===== config.mk =====
export PLATFORM = sky130hd
export DESIGN_NAME = vdet_status_tracker
export DESIGN_NICKNAME = d
export VERILOG_FILES = /design/src/rtl/vdet_pkg.sv /design/src/rtl/vdet_src_decode.sv /design/src/rtl/vdet_flag_bank.sv /design/src/rtl/vdet_irq_gen.sv /design/src/rtl/vdet_status_tracker.sv
export SDC_FILE = /design/constraint.sdc
export NUM_CORES = 1
export LEC_CHECK = 0
export BUFFER_PORTS_ARGS = -buffer_cell sky130_fd_sc_hd__buf_2
export CORE_ASPECT_RATIO = 0.8
export CORE_MARGIN = 5
export CORE_UTILIZATION = 50
export DETAILED_ROUTE_END_ITERATION = 12
export PLACE_DENSITY_LB_ADDON = 0.15
export SKIP_CTS_REPAIR_TIMING = 1
export SYNTH_ARGS = -nofsm -noshare
export SYNTH_HDL_FRONTEND = slang
export SYNTH_HIERARCHICAL = 1
export SYNTH_SLANG_ARGS = --single-unit

===== constraint.sdc =====
create_clock -name clk -period 2.8 [get_ports clk]
set_input_delay 0.28 -clock clk [delete_from_list [all_inputs] [get_ports clk]]
set_output_delay 0.28 -clock clk [all_outputs]
set_load 0.01 [all_outputs]

===== src/rtl/vdet_pkg.sv =====
package vdet_pkg;
    parameter int SRC_W    = 5;
    parameter int NARROW_W = 3;
    localparam int NUM_CH  = 1 << SRC_W;

    typedef logic [SRC_W-1:0]  src_t;
    typedef logic [NUM_CH-1:0] chvec_t;

    typedef struct packed {
        chvec_t status;
    } bank_state_t;

    typedef struct packed {
        logic irq;
    } irq_state_t;
endpackage


===== src/rtl/vdet_src_decode.sv =====
module vdet_src_decode
    import vdet_pkg::*;
(
    input  logic   narrow_id,
    input  src_t   src_i,
    output src_t   idx_o,
    output chvec_t sel_o
);
    src_t idx;

    generate
        if (NARROW_W < SRC_W) begin : g_mask
            always_comb begin
                idx = src_i;
                if (narrow_id) begin
                    idx[SRC_W-1:NARROW_W] = '0;
                end
            end
        end else begin : g_nomask
            always_comb idx = src_i;
        end
    endgenerate

    genvar ch;
    generate
        for (ch = 0; ch < NUM_CH; ch++) begin : g_sel
            assign sel_o[ch] = (idx == src_t'(ch));
        end
    endgenerate

    assign idx_o = idx;
endmodule


===== src/rtl/vdet_flag_bank.sv =====
module vdet_flag_bank
    import vdet_pkg::*;
(
    input  logic   clk,
    input  logic   rst,
    input  logic   wr_en,
    input  chvec_t sel_i,
    input  logic   flag_i,
    output chvec_t status_o,
    output logic   change_o
);
    bank_state_t st_d, st_q;
    chvec_t      hit;

    always_comb begin
        st_d = st_q;
        hit  = '0;
        for (int ch = 0; ch < NUM_CH; ch++) begin
            if (wr_en && sel_i[ch]) begin
                st_d.status[ch] = flag_i;
                hit[ch]         = (st_q.status[ch] != flag_i);
            end
        end
    end

    always_ff @(posedge clk) begin
        if (rst) begin
            st_q <= '0;
        end else begin
            st_q <= st_d;
        end
    end

    assign status_o = st_q.status;
    assign change_o = |hit;
endmodule


===== src/rtl/vdet_irq_gen.sv =====
module vdet_irq_gen
    import vdet_pkg::*;
(
    input  logic clk,
    input  logic rst,
    input  logic change_i,
    output logic irq_o
);
    irq_state_t st_d, st_q;

    always_comb begin
        st_d     = st_q;
        st_d.irq = change_i;
    end

    always_ff @(posedge clk) begin
        if (rst) begin
            st_q <= '0;
        end else begin
            st_q <= st_d;
        end
    end

    assign irq_o = st_q.irq;
endmodule


===== src/rtl/vdet_status_tracker.sv =====
module vdet_status_tracker
    import vdet_pkg::*;
(
    input  logic        clk,
    input  logic        rst,
    input  logic        mode_en,
    input  logic        narrow_id,
    input  logic        meta_valid,
    input  logic [4:0]  meta_src,
    input  logic        meta_flag,
    output logic [31:0] status_o,
    output logic        irq_o
);
    src_t   idx;
    chvec_t sel;
    logic   accept;
    logic   change;

    assign accept = meta_valid & mode_en;

    vdet_src_decode u_decode (
        .narrow_id (narrow_id),
        .src_i     (meta_src),
        .idx_o     (idx),
        .sel_o     (sel)
    );

    vdet_flag_bank u_bank (
        .clk      (clk),
        .rst      (rst),
        .wr_en    (accept),
        .sel_i    (sel),
        .flag_i   (meta_flag),
        .status_o (status_o),
        .change_o (change)
    );

    vdet_irq_gen u_irq (
        .clk      (clk),
        .rst      (rst),
        .change_i (change),
        .irq_o    (irq_o)
    );
endmodule


# Yosys cells after proc, flatten, opt, wreduce, memory -nomap -nowiden
# Index checks and enable logic that the tools add are counted.
# totals
register_bits	33
input_bits	11
elab_cells	164
out_inout_bits	33
# classes
n_bitwise	1
n_mux	33
n_eq_ne	63
n_reduce_logical	34
# ops
cell	n
equality test 5 bit, second input constant	16
equality test 5 x 4 -> 1 bit, second input constant	8
logical AND 1 bit	32
2-to-1 mux 1 bit	32
!= test 1 bit	32
OR reduction 32 bit	1
equality test 5 x 3 -> 1 bit, second input constant	4
equality test 5 x 2 -> 1 bit, second input constant	2
equality test 5 x 1 -> 1 bit, second input constant	1
zero test 5 bit	1
2-to-1 mux 2 bit	1
AND 1 bit	1

# Logic depth before layout (Yosys ltp)
# Gate-level depths: netlist (run 1).
# logic_depth
depth_word	5
depth_mapped	9
depth_no_buf	8

# By module
# The synthesis (run 1) kept the hierarchy.
# modules_own_cells
mod	area_each_um2	seq_area_each_um2	cells_per_inst	instances
vdet_flag_bank	1682.9	640.6	250	1
vdet_src_decode	289.0	0.0	53	1
vdet_irq_gen	33.8	20.0	2	1
vdet_status_tracker	6.3	0.0	1	1

# Worst setup path after synthesis (run 1)
# OpenSTA, ideal clock, no wires.
# synth_timing
kind	input-to-reg
start	input port narrow_id
end	register u_irq.st_q, in the netlist u_irq/irq_o
setup_time_ns	0.112
n_path_buf	1
arrival_time_ns	1.713
stages	9
required_time_ns	2.688
slack_ns	0.975
cell_sequence	o21ba_2 clkbuf_1 nor3_1 a22oi_1 nand4_1 nor4_1 nor3b_1 a31o_1 nor2b_4
# synth_between
elab_chain_len	5
word_cells_on_any_way	98
classes_between	eq/ne (31); mux (33); reduce/logical (34)
# synth_lines
item	line_no	source
start: declaration	vdet_status_tracker.sv:7	input logic narrow_id,
2-to-1 mux 2 bit	vdet_src_decode.sv:15	if (narrow_id) begin
zero test 5 bit	vdet_src_decode.sv:27	assign sel_o[ch] = (idx == src_t'(ch));
net sel[0]	vdet_status_tracker.sv:15	chvec_t sel;
logical AND 1 bit	vdet_flag_bank.sv:19	if (wr_en && sel_i[ch]) begin
2-to-1 mux 1 bit	vdet_flag_bank.sv:19	
OR reduction 32 bit	vdet_flag_bank.sv:35	assign change_o = |hit;
net change	vdet_status_tracker.sv:17	logic change;
end signal: assignment	vdet_irq_gen.sv:20	st_q <= st_d;
end: declaration	vdet_irq_gen.sv:9	irq_state_t st_d, st_q;
# The timed path passes the listed nets, and every way through them passes these cells.
# A chain may end at the register's enable or synchronous reset.

# Final worst setup path (run 1)
# layout_timing
start	input port narrow_id
end	register u_irq.st_q, in the netlist u_irq/irq_o
# layout_between
elab_chain_len	5
word_cells_on_any_way	98
classes_between	eq/ne (31); mux (33); reduce/logical (34)
# layout_lines
item	line_no
2-to-1 mux 2 bit	vdet_src_decode.sv:15
equality test 5 bit	vdet_src_decode.sv:27
net sel[17]	vdet_status_tracker.sv:15
logical AND 1 bit	vdet_flag_bank.sv:19
2-to-1 mux 1 bit	vdet_flag_bank.sv:19
OR reduction 32 bit	vdet_flag_bank.sv:35
net change	vdet_status_tracker.sv:17
# The timed path passes the listed nets, and every way through them passes these cells.

==> flow_metrics.tcl, run 1 <==
set metrics [dict create \
    regArea_um2 661 \
    dp_slack_ns 0.708 \
    critPathMaxFanout 7 \
    placedCellCount 381 \
    crit_required_ns 3.02 \
    gp_congestion 0.844 \
    multi_input_area_mm2 0.00112 \
    max_cap_viol_count 0 \
    clk_pin_slew_ns 0.07 \
    drive_gt1_frac 0.171 \
    rsz0062_at_grt "no" \
    antenna_cells 0 \
    coreArea_mm2 0.00380 \
    cellPowerDensity_mw_per_mm2 421 \
    port_buffers 43 \
    overflow 0 \
    synth_nets 312 \
    status "complete, no violations" \
    cp-start-kind "primary input" \
    dr.pass1.iters 5 \
    syn_to_final_growth_pct 16.1 \
    final_cell_area_mm2 0.00229 \
    die_w_um 80.3 \
    htreeDepth 2 \
    finalMaxSlewViolations 0 \
    drt_wl_total_um 5710 \
    tightestPinTransition_ns 0.740 \
    syn-cell-area_mm2 0.00198 \
    cp.arrival_ns 2.05 \
    slew_headroom 0.507 \
    final-hold-violation-count 0 \
    clock_latency_ns 0.28 \
    cts_buffers 5 \
    grt_max_degree 44 \
    worst_slack_ns 0.963 \
    post_drt_wl_per_cell_um 14.7 \
    drtIter0Drc 261 \
    synthCells 301 \
    drcViolationCount 0 \
    die-area_mm2 0.00532 \
    grt_pass1_vias 1867 \
    start_util 0.520 \
    gr-usage-all-layers 0.214 \
    setup_tns_ns 0 \
    period_share 0.656 \
    drt-vias-per-instance 5.65 \
    antenna_found_initial 0 \
    dp_hpwl_um 4000 \
    ant_nets 0 \
    rows 20 \
    die_h_um 66.2 \
    vdd_drop_max_mv 0.299 \
    cts_tree "built" \
    min_path_type "reg -> reg" \
    fmaxAchievable_mhz 544 \
    power_leakage_nw 0.781 \
    fillers 382 \
    layout.nets 344 \
    cts-root-buf "clkbuf_8" \
    finalNonFillerCells 389 \
    finalSetupViolations 0 \
    vias 2198 \
    min_period_ns 1.84 \
    endpoint_kind "flip-flop" \
    top_level_ports 44 \
    total_power_w 0.000965 \
    clock_sinks 33 \
    yosys_warnings 6 \
    avgSynthCellArea_um2 6.57 \
    path_class "in -> reg" \
    skew_ns 0.00634 \
    ctsLongestPathBuffers 2 \
    grt_pass1_wl_um 9060 \
    post_dp_cell_area_mm2 0.00219 \
]
==> metal layers <==
layer  share of wire  up-vias  GRT usage
li1                -     1095          -
met1            0.50     1001      0.316
met2            0.42      100      0.314
met3           0.079        2     0.0490
met4          0.0037        0     0.0443
met5               0        -          0
==> cells in the final DEF, fill, tap and decap left out, types with 2 or more instances in the layout <==
cell / n
nand2_1: 65
a22oi_1: 15
nor4_1: 5
nor3_1: 4
nor2_1: 24
nand3_1: 32
a21oi_1: 32
nor3b_1: 5
nand4bb_1: 3
dfxtp_1: 33
o22ai_1: 16
buf_2: 43
nand2b_1: 2
or4b_1: 2
inv_1: 32
nand4_1: 5
clkbuf_8: 7
==> final timing paths <==
kind,slack (ns),to,depth (start not counted),startpoint
setup / recovery,0.96,u_irq/irq_o,9,narrow_id
hold / removal,0.48,u_bank/status_o[20],2,u_bank/status_o[20]
setup reg to reg,1.25,u_irq/irq_o,6,u_bank/status_o[21]
hold reg to reg,0.48,u_bank/status_o[20],2,u_bank/status_o[20]
==> state kept, by name, indices dropped and copies added (netlist names) <==
signal	flops
u_bank/status_o	32
u_irq/irq_o	1
==> final cells by class <==
class	instances	area share
Clock inverter	1	0.00218
Timing Repair Buffer	44	0.0971
Tap cell	55	0.0300
Sequential cell	33	0.288
Multi-Input combinational cell	217	0.489
Clock buffer	7	0.0420
Inverter	32	0.0523
==> where the power goes <==
group,internal (W),switching (W)
registers,0.000471,0.00000217
logic,0.0000278,0.0000684
clock network,0.000222,0.000173
total,0.000721,0.000244
==> per-stage QoR <==
stage,hold slack [ns],util
after global routing,0.503,0.603
after floorplan,0.344,-
final,0.485,0.603
after CTS,0.485,0.603
after detailed placement,0.474,0.577
after global placement,0.476,0.577
==> worst max-delay path, cell delays in order <==
cell	delay, ns
buf_2	0.13
or4b_1	0.62
nor2_1	0.27
a22oi_1	0.15
nand4_1	0.12
nor4_1	0.06
nor3b_1	0.18
a31o_1	0.12
nor2b_4	0.12
(Power assumes the default switching activity.)
==> run 2, diff against run 1 <==
ABC_AREA = 1   (was unset)
clock period = 1.6 ns   (was 2.8 ns; I/O delays follow)
==> flow_metrics.tcl, run 2 <==
set metrics [dict create \
    status "complete, no violations" \
    rows 22 \
    cp.arrival_ns 1.57 \
    drt-vias-per-instance 5.11 \
    vdd_drop_max_mv 0.524 \
    r2r_end "u_irq/irq_o" \
    drcViolationCount 0 \
    grt_pass1_vias 2468 \
    drtIter0Drc 203 \
    final-hold-violation-count 0 \
    gr-usage-all-layers 0.213 \
    cts_tree "built" \
    antenna_cells 0 \
    fmaxAchievable_mhz 708 \
    period_share 0.883 \
    die_h_um 70.6 \
    layout.nets 452 \
    port_buffers 43 \
    die_w_um 85.7 \
    vias 2559 \
    antenna_found_initial 0 \
    holdPathEnd "u_bank/status_o[14]" \
    min_path_type "in -> reg" \
    largest_reg_flops 32 \
    worstRegToRegCells 9 \
    endpoint_kind "flip-flop" \
    cts-root-buf "clkbuf_8" \
    holdWs_ns 0.403 \
    reg2reg_from "u_bank/status_o[8]" \
    crit_start "narrow_id" \
    overflow 0 \
    cp-start-kind "primary input" \
    ant_nets 0 \
    min_period_ns 1.41 \
    finalSetupViolations 0 \
    slew_headroom 0.544 \
    critPathMaxFanout 8 \
    coreArea_mm2 0.00451 \
    layout_common_cells "122 x nand2_1, 72 x nor2_1, 43 x buf_2" \
    crit_required_ns 1.76 \
    worst_slack_ns 0.188 \
    die-area_mm2 0.00605 \
    ctsLongestPathBuffers 2 \
    synth_nets 393 \
    cts_buffers 5 \
    slowest_stage "nand2_1" \
    finalMaxSlewViolations 0 \
    dr.pass1.iters 5 \
    syn-cell-area_mm2 0.00229 \
    crit_buf_inv 4 \
    path_class "in -> reg" \
    post_drt_wl_per_cell_um 12.2 \
    whs_path_depth 5 \
    htreeDepth 2 \
    start_util 0.508 \
    clk_pin_slew_ns 0.07 \
    gp_congestion 0.877 \
    min_from "meta_src[1]" \
    skew_ns 0.00530 \
    rsz0062_at_grt "no" \
    grt_max_degree 36 \
    dp_hpwl_um 4490 \
    syn_to_final_growth_pct 21.1 \
    crit_path_max_incr_delay_ns 0.18 \
    power_leakage_nw 1.31 \
    avgSynthCellArea_um2 6.00 \
    yosys_warnings 6 \
    cellPowerDensity_mw_per_mm2 621 \
    dp_slack_ns -0.0641 \
    max_cap_viol_count 0 \
    critPathMostFrequentCell "nand2_1" \
    cp_cell_sequence "buf_2, inv_1, nand2_1, nand3_1, nor2_1, nand2_1, inv_1, nand3_1, nand2_1, nor2_1, nand2_1, nor2_1, nand2_1, inv_1, nor2_2" \
    clock_sinks 33 \
    clock_latency_ns 0.29 \
    layout_commonest_cell "nand2_1" \
    drive_gt1_frac 0.188 \
    tightestPinTransition_ns 0.683 \
    cp_top_family "simple AND/OR/NAND/NOR gates" \
    synthCells 382 \
    drt_wl_total_um 6110 \
    r2r_setup_slack_ns 0.35 \
    grt_pass1_wl_um 10700 \
    top_level_ports 44 \
]
[run 2: tightest hold or removal path, stage by stage]
cell	delay, ns
buf_2	0.13
nand2_1	0.14
nor3_1	0.08
nand3_1	0.07
a21oi_1	0.06
[run 2: area by class of cell]
| type | instances | area [um^2] |
|---|---|---|
| inverters | 43 | 164 |
| multi-input cells | 287 | 1330 |
| repair buffers | 71 | 463 |
| well taps | 60 | 75.1 |
| flip-flops and latches | 33 | 661 |
| fillers | 453 | 1740 |
| clock buffers | 7 | 86.3 |
[run 2: worst max path at each step]
stage / end / cells past startpoint
global placement: u_irq/irq_o / 15
finish: u_irq/irq_o / 15
detailed placement: u_irq/irq_o / 15
floorplan: u_irq/irq_o / 13
CTS: u_irq/irq_o / 15
global route: u_irq/irq_o / 15
[run 2: metal layers]
layer  share of wire  vias up  track usage
li1                -     1326            -
met1            0.48     1145        0.289
met2            0.44       77        0.339
met3           0.065       11       0.0454
met4           0.013        0       0.0685
met5               0        -            0
[run 2: per-stage QoR]
step,power [W],instances,area [um^2],TNS (ns),utilization
global placement,0.00108,494,2680,-0.0501,0.595
global route,0.00180,501,2780,0,0.615
floorplan,0.00101,382,2290,0,-
finish,0.00172,501,2780,0,0.615
detailed placement,0.00108,494,2680,-0.0641,0.595
CTS,0.00174,501,2770,0,0.614
[run 2: where the power goes]
part	switching, W	internal, W	total [W]
logic	0.000154	0.0000787	0.000233
registers	0.00000503	0.000828	0.000833
clock network	0.000316	0.000342	0.000658
==> run 3, diff against run 2 <==
RECOVER_POWER = 25   (was unset)
clock period = 1.7 ns   (was 1.6 ns; I/O delays follow)
==> flow_metrics.tcl, run 3 (synthesis gave the netlist of run 2 again) <==
set metrics [dict create \
    die_w_um 85.7 \
    route.met3.wl_um 437 \
    min_path_type "in -> reg" \
    slew_headroom 0.542 \
    layout.nets 430 \
    syn_to_final_growth_pct 13.4 \
    gr-usage-all-layers 0.200 \
    vias 2443 \
    grt_max_degree 36 \
    top_level_ports 44 \
    final-hold-violation-count 0 \
    clock_latency_ns 0.29 \
    critPathMaxFanout 8 \
    drt_wl_total_um 5860 \
    setup_tns_ns 0 \
    min_period_ns 1.38 \
    largest_reg_flops 32 \
    max_cap_viol_count 0 \
    finalMaxSlewViolations 0 \
    fmaxAchievable_mhz 726 \
    drtIter0Drc 189 \
    path_class "in -> reg" \
    skew_ns 0.00376 \
    maxUsedRoutingLayer "met4" \
    fillers 459 \
    pwr-share-clk 0.404 \
    intPower_w 0.00121 \
    rows 22 \
    cts_buffers 5 \
    port_buffers 43 \
    p_sw_w 0.000445 \
    crit_required_ns 1.93 \
    htreeDepth 2 \
    clk_pin_slew_ns 0.07 \
    switching_share 0.269 \
    combPwrFrac 0.122 \
    p_seq_frac 0.475 \
    cts-root-buf "clkbuf_8" \
    fin_util 0.576 \
    tightestPinTransition_ns 0.687 \
    endpoint_kind "flip-flop" \
    antenna_cells 0 \
    clock_sinks 33 \
    route.met2.wl_um 2610 \
    post_drt_wl_per_cell_um 12.2 \
    rsz0062_at_grt "no" \
    overflow 0 \
    drt-vias-per-instance 5.09 \
    finalSetupViolations 0 \
    cp-start-kind "primary input" \
    gp_congestion 0.885 \
    drive_gt1_frac 0.110 \
    die-area_mm2 0.00605 \
    multi_input_area_mm2 0.00132 \
    die_h_um 70.6 \
    grt_pass1_vias 2184 \
    drcViolationCount 0 \
    layout_commonest_cell "nand2_1" \
    status "complete, no violations" \
    m1WireLength_um 2770 \
    grt_pass1_wl_um 9870 \
    dp_hpwl_um 4170 \
    cp.arrival_ns 1.60 \
    ant_nets 0 \
    ctsLongestPathBuffers 2 \
    regArea_um2 661 \
    cellPowerDensity_mw_per_mm2 635 \
    dr.pass1.iters 4 \
    power_leakage_nw 1.16 \
    start_util 0.508 \
    layout_common_cells "122 x nand2_1, 72 x nor2_1, 42 x inv_1" \
    period_share 0.810 \
    antenna_found_initial 0 \
    coreArea_mm2 0.00451 \
    vdd_drop_max_mv 0.421 \
    cts_tree "built" \
]
[run 3: cell count changes in the layout (fill, tap and decap cells not counted), sizes merged]
cell,before,now
clkinv,0,1
buf,71,33
clkbuf,7,23
[run 3: final timing paths]
kind                                           from             endpoint  slack [ns]  cells past startpoint
worst max-delay path                      narrow_id          u_irq/irq_o        0.32                     14
worst max register to register  u_bank/status_o[12]          u_irq/irq_o        0.44                      9
worst min register to register   u_bank/status_o[9]   u_bank/status_o[9]        0.49                      2
worst min-delay path                      meta_flag  u_bank/status_o[26]        0.32                      3
[run 3: per-layer routing]
layer,vias up,global-route usage
met5,-,0
met3,7,0.0501
met1,1084,0.271
li1,1283,-
met4,0,0.0580
met2,69,0.316
[run 3: power groups by stage]
stage | sequential (W) | combinational (W) | clock, W
floorplan | 0.000805 | 0.000149 | 0
global placement | 0.000802 | 0.000201 | 0
detailed placement | 0.000802 | 0.000201 | 0
CTS | 0.000784 | 0.000202 | 0.000687
global route | 0.000785 | 0.000225 | 0.000721
finish | 0.000784 | 0.000201 | 0.000667
[run 3: worst max-delay path: stages]
cell      delay [ns]
clkbuf_1        0.10
inv_1           0.12
nand3_1         0.24
nor3_1          0.31
nand2_1         0.12
nor2_1          0.11
nand2_1         0.06
nand2_1         0.07
nor2_1          0.05
nand2_1         0.08
nor2_1          0.04
nand2_1         0.05
inv_1           0.04
nor2_2          0.06
[run 3: through the flow]
step,power [W],cell area [um^2],hold slack (ns),instances,worst slack (ns)
6_report,0.00165,2600,0.323,480,0.323
4_1_cts,0.00167,2620,0.316,480,0.353
3_3_place_gp,0.00100,2520,0.477,472,0.0348
5_1_grt,0.00173,2600,0.339,480,0.0675
3_5_place_dp,0.00100,2520,0.479,472,0.0524
2_1_floorplan,0.000953,2290,0.237,382,0.392
[run 3: layout make-up]
class	instances	share of cell area
flip-flops and latches	33	0.254
multi-input cells	287	0.508
clock buffers	7	0.0371
inverters	43	0.0630
clock inverters	1	0.00192
repair buffers	49	0.107
well taps	60	0.0289
